`config.mk`:
```
export PLATFORM = sky130hd
export DESIGN_NAME = flat_aperture_router
export DESIGN_NICKNAME = d
export VERILOG_FILES = /design/src/rtl/flat_aperture_router.sv
export SDC_FILE = /design/constraint.sdc
export NUM_CORES = 2
export LEC_CHECK = 0
export BUFFER_PORTS_ARGS = -buffer_cell sky130_fd_sc_hd__buf_2
export CORE_MARGIN = 1.5
export CORE_UTILIZATION = 35
export CTS_BUF_LIST = sky130_fd_sc_hd__clkbuf_2
export DETAILED_ROUTE_END_ITERATION = 7
export PLACE_DENSITY_LB_ADDON = 0.08
export SYNTH_ARGS = -nofsm -noshare
export SYNTH_HDL_FRONTEND = slang
export SYNTH_SLANG_ARGS = --single-unit
```
`constraint.sdc`:
```
create_clock -name clk -period 10.5 [get_ports clk]
set_input_delay 2.1 -clock clk [delete_from_list [all_inputs] [get_ports clk]]
set_output_delay 2.1 -clock clk [all_outputs]
set_load 0.02 [all_outputs]
```
`src/rtl/flat_aperture_router.sv`:
```
module flat_aperture_router #(
  parameter int AW   = 64,
  parameter int VAW  = 48,
  parameter int TIDW = 8,
  parameter int STRW = 32,
  parameter int TAGW = 4
) (
  input  logic            clk,
  input  logic            rst_n,
  input  logic            req_valid,
  input  logic [AW-1:0]   req_addr,
  input  logic [4:0]      req_size,
  input  logic [TIDW-1:0] req_tid,
  input  logic [TAGW-1:0] req_tag,
  input  logic            req_mode32,
  input  logic [AW-17:0]  shr_base_pg,
  input  logic [AW-17:0]  shr_limit_pg,
  input  logic [AW-17:0]  prv_base_pg,
  input  logic [AW-17:0]  prv_limit_pg,
  input  logic [AW-1:0]   hid_base,
  input  logic [STRW-1:0] hid_stride,
  output logic            rsp_valid,
  output logic [TAGW-1:0] rsp_tag,
  output logic [1:0]      rsp_dest,
  output logic [AW-1:0]   rsp_addr,
  output logic            rsp_viol
);

  localparam int HB = VAW - 1;
  localparam int HW = AW - HB;

  localparam logic [1:0] RG_GLOBAL = 2'd0;
  localparam logic [1:0] RG_SHARED = 2'd1;
  localparam logic [1:0] RG_PRIV   = 2'd2;
  localparam logic [1:0] RG_HOLE   = 2'd3;

  localparam logic [1:0] D_NONE   = 2'd0;
  localparam logic [1:0] D_GLOBAL = 2'd1;
  localparam logic [1:0] D_SHARED = 2'd2;
  localparam logic [1:0] D_PRIV   = 2'd3;

  function automatic logic [1:0] region64(
    input logic [AW-1:0] x,
    input logic [AW-1:0] s_lo, input logic [AW-1:0] s_hi,
    input logic [AW-1:0] p_lo, input logic [AW-1:0] p_hi);
    logic [HW-1:0] top;
    top = x[AW-1:HB];
    if (x >= s_lo && x <= s_hi)               return RG_SHARED;
    if (x >= p_lo && x <= p_hi)               return RG_PRIV;
    if (top != {HW{1'b0}} && top != {HW{1'b1}}) return RG_HOLE;
    return RG_GLOBAL;
  endfunction

  function automatic logic [1:0] region32(
    input logic [31:0] x, input logic [15:0] spg, input logic [15:0] ppg);
    if (spg != 16'h0 && x[31:16] == spg) return RG_SHARED;
    if (ppg != 16'h0 && x[31:16] == ppg) return RG_PRIV;
    return RG_GLOBAL;
  endfunction

  logic [AW-1:0] s_lo, s_hi, p_lo, p_hi, last64;
  logic [31:0]   a32, last32;
  logic [1:0]    rg_first, rg_last;
  logic          viol;
  logic [AW-1:0] sh_off, pr_off, glob_addr, priv_addr;
  logic [1:0]    dest_n;
  logic [AW-1:0] addr_n;

  assign s_lo   = {shr_base_pg, 16'h0000};
  assign s_hi   = {shr_limit_pg, 16'hFFFF};
  assign p_lo   = {prv_base_pg, 16'h0000};
  assign p_hi   = {prv_limit_pg, 16'hFFFF};

  assign last64 = req_addr + AW'(req_size) - AW'(1);
  assign a32    = req_addr[31:0];
  assign last32 = a32 + 32'(req_size) - 32'd1;

  assign rg_first = req_mode32
    ? region32(a32, shr_base_pg[15:0], prv_base_pg[15:0])
    : region64(req_addr, s_lo, s_hi, p_lo, p_hi);
  assign rg_last = req_mode32
    ? region32(last32, shr_base_pg[15:0], prv_base_pg[15:0])
    : region64(last64, s_lo, s_hi, p_lo, p_hi);

  assign viol = (rg_first != rg_last) || (rg_first == RG_HOLE);

  assign sh_off    = req_mode32 ? AW'(a32[15:0]) : req_addr - s_lo;
  assign pr_off    = req_mode32 ? AW'(a32[15:0]) : req_addr - p_lo;
  assign glob_addr = req_mode32 ? AW'(a32) : req_addr;
  assign priv_addr = hid_base + AW'(req_tid) * AW'(hid_stride) + pr_off;

  always_comb begin
    dest_n = D_NONE;
    addr_n = '0;
    if (!viol) begin
      unique case (rg_first)
        RG_SHARED: begin dest_n = D_SHARED; addr_n = sh_off;    end
        RG_PRIV:   begin dest_n = D_PRIV;   addr_n = priv_addr; end
        RG_GLOBAL: begin dest_n = D_GLOBAL; addr_n = glob_addr; end
        default:   begin dest_n = D_NONE;   addr_n = '0;        end
      endcase
    end
  end

  always_ff @(posedge clk) begin
    if (!rst_n) begin
      rsp_valid <= 1'b0;
      rsp_tag   <= '0;
      rsp_dest  <= D_NONE;
      rsp_addr  <= '0;
      rsp_viol  <= 1'b0;
    end else begin
      rsp_valid <= req_valid;
      rsp_tag   <= req_valid ? req_tag : '0;
      rsp_dest  <= req_valid ? dest_n : D_NONE;
      rsp_addr  <= req_valid ? addr_n : '0;
      rsp_viol  <= req_valid & viol;
    end
  end

endmodule

```
# Word level (Yosys, flattened, before mapping)
# Index checks and enable logic that the tools add are counted.
# Widths: inputs -> output; s select.
# classes
mux	45
order_cmp	8
eq_ne	10
addsub	8
n_reduce_logical	18
bitwise	3
mul	1
# op_table
cell	n
$ge 64x64->1	4
$le 64x64->1	4
$mux 64	3
$pmux 64 s3	1
$sub 64x64->64	2
$add 64x40->64	1
$add 64x5->64	1
$add 64x64->64	1
$eq 16x16->1	4
$sub 64x1->64 const B	1
$mux 2	22
$mul 8x32->40	1
$ne 17x17->1 const B	2
$reduce_bool 17->1	2
$add 32x5->32	1
$reduce_bool 16->1	2
$sub 32x1->32 const B	1
$mux 1	18
$logic_and 1x1->1	10
$pmux 2 s3	1
$eq 2x2->1 const B	2
$reduce_or 3->1	1
$eq 2x1->1 const B	1
$logic_not 2->1	1
other kinds (5)	6
# word_totals
out_inout_bits	72
in_bits	373
ff_bits	72

# Longest topological paths before layout
# logic_depth
depth_word	15
mapped_depth	31
mapped_depth_nobuf	30

# Worst setup path after synthesis
# OpenSTA, ideal clock, no wires.
# synth_timing
path_type	input -> register
startpoint	input port req_addr[1]
endpoint	register rsp_addr[32]
t_required_ps	10426
setup_slack_ps	2239
stages	29
arrival_time_ps	8186
path_buffers	2
setup_time_ps	74
path_cell_list	inv_1 ha_1 inv_1 ha_1 fa_1 a211oi_1 o211ai_1 a41oi_1 a21oi_1 o21ai_0 nand4_1 nand3_1 inv_1 ha_1 nand4_1 or2_2 nor4_1 nand3_1 nor4_1 nand3_1 or4_1 a2bb2oi_1 nor2_1 a221o_1 a211oi_2 o31ai_4 buf_6 buf_6 nor3_2
# synth_via
elab_chain_len	14
word_cells_on_any_way	63
classes_between	7 x add/sub; 8 x order compare; 7 x eq/ne; 30 x mux; 11 x reduce/logical
# synth_lines
element	line	text
start, declared	11	input logic [AW-1:0] req_addr,
branches (longest 14 deep; another with $add 64x5->64)	n/a	
end signal, assigned	116	rsp_addr <= req_valid ? addr_n : '0;
end, declared	25	output logic [AW-1:0] rsp_addr,
# Parallel ways; which one is timed is not known. The select of a mux whose other input is x is not followed.
# A chain may end at the register's enable or synchronous reset.

# Worst setup path in the final report
# layout_timing
startpoint	input port req_addr[53]
endpoint	register rsp_addr[37]
# Same word-level chain as after synthesis.

==> reports/results.tsv <==
metric	value	unit
leakagePower	18.82	nW
fin_tns_setup	0	ps
setup_viol	0	
grt_max_degree	65	
ant_nets	0	
synth_top_flop_cell	dfxtp_1	
drt_iter0_markers	2736	
synth_edf_count	0	
cts.path.max_buffers	2	
numPortBuffers	444	
die_height	306.8	um
drt_wl_total	132900	um
startpoint	req_addr[53]	
critPathSlowestCell	nor4bb_1	
power_density	196.4	nW/um2
netlist_area	32310	um2
dp_hpwl	117600	um
synth_warnings	0	
period_share	0.9141	
grt_setup_unrepaired	false	
clk_pin_slew_worst_paths	300	ps
hold_viol	0	
async_flop_share	0	
startpoint_type	primary input	
end_kind	flip-flop	
root_buffer	clkbuf_2	
fin_cells	5747	
drc	4	
worst_pin_slew	1124	ps
grt_pass1_wl	198300	um
htreeDepth	3	
synthCells	4174	
cpPeakStageDelay	700	ps
rows	111	
fin_nets	5776	
gr-total-overflow	0	
maxSlewViolCount	0	
hold_class	primary input to flip-flop	
fp.dieArea	94140	um2
status	finished with violations	
synth_cell_types	86	
antenna_found_initial	13	
wl_per_cell	23.13	um
grt_pass1_vias	31800	
period_needed	9598	ps
cp.required	11150	ps
vias_per_cell	5.517	
yosysSeqAreaShare	0.04461	
critPathArrivalTime	10250	ps
drv_cap	0	
syn-num-nets	5401	
worstHoldStart	req_tag[0]	
synth_seq_cells	72	
multi_input_area	28010	um2
slew_headroom	0.2439	
grt.total_usage	0.2804	
fmax	0.1042	GHz
die_w	306.8	um
cts_tree	yes	
fillCellCount	9868	
max-vdd-ir-drop	262.2	uV
post_cts_buffers	0	
cts-resized-gates	0	
postCtsHoldBufs	0	
place_inst	5724	
violations	DRC	
worst_path_most_repeated_cell	nor4_1	
vias	31710	
numCtsBuffers	9	
start_util	0.3530	
cts_sinks	72	
path_class	primary input to flip-flop	
register_area	1441	um2
syn_area_per_cell	7.741	um2
io_pins	445	
drtPass1Iterations	8	
worstPathMaxFanout	21	
coreArea	91520	um2
drive_above_1_share	0.1254	
syn2layout_area_growth	11.45	%
place.gp.congestion	0.9683	
==> layer usage <==
metal	up-vias	wire (um)	global-route usage
met5	-	77	0
met4	10	4255	0.08243
met3	175	7528	0.03639
met2	1023	64480	0.4921
met1	15100	56580	0.3565
li1	15400	-	-
==> cell usage in the layout (no fill, tap or decap), drive strengths merged, types with 30 or more instances in the layout <==
cell type / count
a211oi: 38
a21o: 200
a21oi: 300
a222oi: 37
and2: 194
and3: 31
buf: 484
dfxtp: 72
fa: 260
ha: 594
inv: 635
nand2: 280
nand2b: 59
nand3: 84
nand4: 105
nor2: 205
nor2b: 43
nor3: 118
nor4: 30
o21a: 41
o21ai: 181
o21bai: 31
xnor2: 112
xor2: 75
==> Yosys cell counts (6+ instances only) <==
cell type	instances	area, um2
a211oi_1	37	277.8
nor2_1	205	769.5
nor2b_1	43	269.0
xor2_1	75	656.9
inv_1	634	2380
or4_1	9	67.56
clkbuf_1	106	397.9
o31ai_1	16	120.1
o2111ai_1	9	78.83
nor4_1	29	181.4
a21oi_1	300	1501
a211o_1	13	113.9
a21boi_0	10	75.07
and3_1	31	193.9
o221ai_1	9	78.83
o21ai_0	178	890.9
a2111oi_0	12	105.1
o21bai_1	31	232.7
buf_2	8	40.04
ha_1	594	7432
o21a_1	41	307.8
nor3_2	29	290.3
nor3_1	89	445.4
a311oi_1	6	52.55
a22oi_1	18	135.1
or2_2	13	81.33
a31o_2	9	78.83
a221oi_1	13	113.9
a21o_1	200	1501
or3_1	23	143.9
dfxtp_1	72	1441
nand3_1	84	420.4
and4_1	15	131.4
o41ai_1	6	52.55
o211ai_1	25	187.7
xnor2_1	112	980.9
a31oi_1	29	181.4
fa_1	260	5205
a221o_1	9	90.09
and2_1	194	1214
nand2b_1	58	362.9
nand2_1	280	1051
a222oi_1	37	370.4
nand4_1	105	656.9
==> sequential cells by signal, summed over array words and instances, names as in the netlist <==
name and cells:
rsp_dest 2, rsp_addr 64, rsp_tag 4, rsp_viol 1, rsp_valid 1
==> worst max-delay path, delay by kind of cell <==
family                     cells  cell delay, ps
buffers and inverters          7            1410
and+or+nand+nor               12            3700
adders and majority gates      2             820
AOI/OAI and AO/OA              7            2150
==> power by group <==
part / switching (W) / leakage [nW] / total (W) / internal, W
Clock: 0.000138 / 0.0702 / 0.000194 / 0.0000567
Sequential: 0.0000104 / 0.582 / 0.000297 / 0.000287
Combinational: 0.00409 / 18.2 / 0.00658 / 0.00249
==> through the flow <==
stage / hold WS (ps) / worst slack (ps) / instance area [um2] / utilization / power [W]
after floorplan: 2240 / 2239 / 32310 / - / 0.004954
after global placement: 2342 / 560.8 / 35870 / 0.3920 / 0.006891
after detailed placement: 2345 / 396.4 / 35870 / 0.3920 / 0.006853
after CTS: 1361 / 1189 / 35990 / 0.3932 / 0.007086
after global routing: 1448 / 550.3 / 36000 / 0.3933 / 0.007859
final: 1489 / 902.0 / 36010 / 0.3934 / 0.007071
==> cell families (layout without fill, tap and decap cells) <==
family | after synthesis | in the layout | synth area share
DFF | 72 | 72 | 0.04461
buffers and inverters | 754 | 1134 | 0.08884
muxes | 6 | 6 | 0.001975
adders and majority gates | 854 | 854 | 0.3911
other | 0 | 7 | 0
xor gates and xnor gates | 187 | 187 | 0.05069
and+or+nand+nor | 1233 | 1233 | 0.2021
AOI/OAI and AO/OA | 1068 | 1068 | 0.2207
==> final cells by class <==
class | instances | share of cell area
diodes | 7 | 0.0004865
flip-flops and latches | 72 | 0.04003
clock inverters | 6 | 0.001876
multi-input cells | 3348 | 0.7778
repair buffers | 484 | 0.07109
well taps | 1186 | 0.04121
inverters | 634 | 0.06609
clock buffers | 10 | 0.001390
==> path summary, 6_finish.rpt <==
check / to / slack [ps] / depth (start not counted)
hold / removal: rsp_tag[0] / 1490 / 2
setup / recovery: rsp_addr[37] / 900 / 28
No activity file was read; power rests on OpenSTA's default activity.
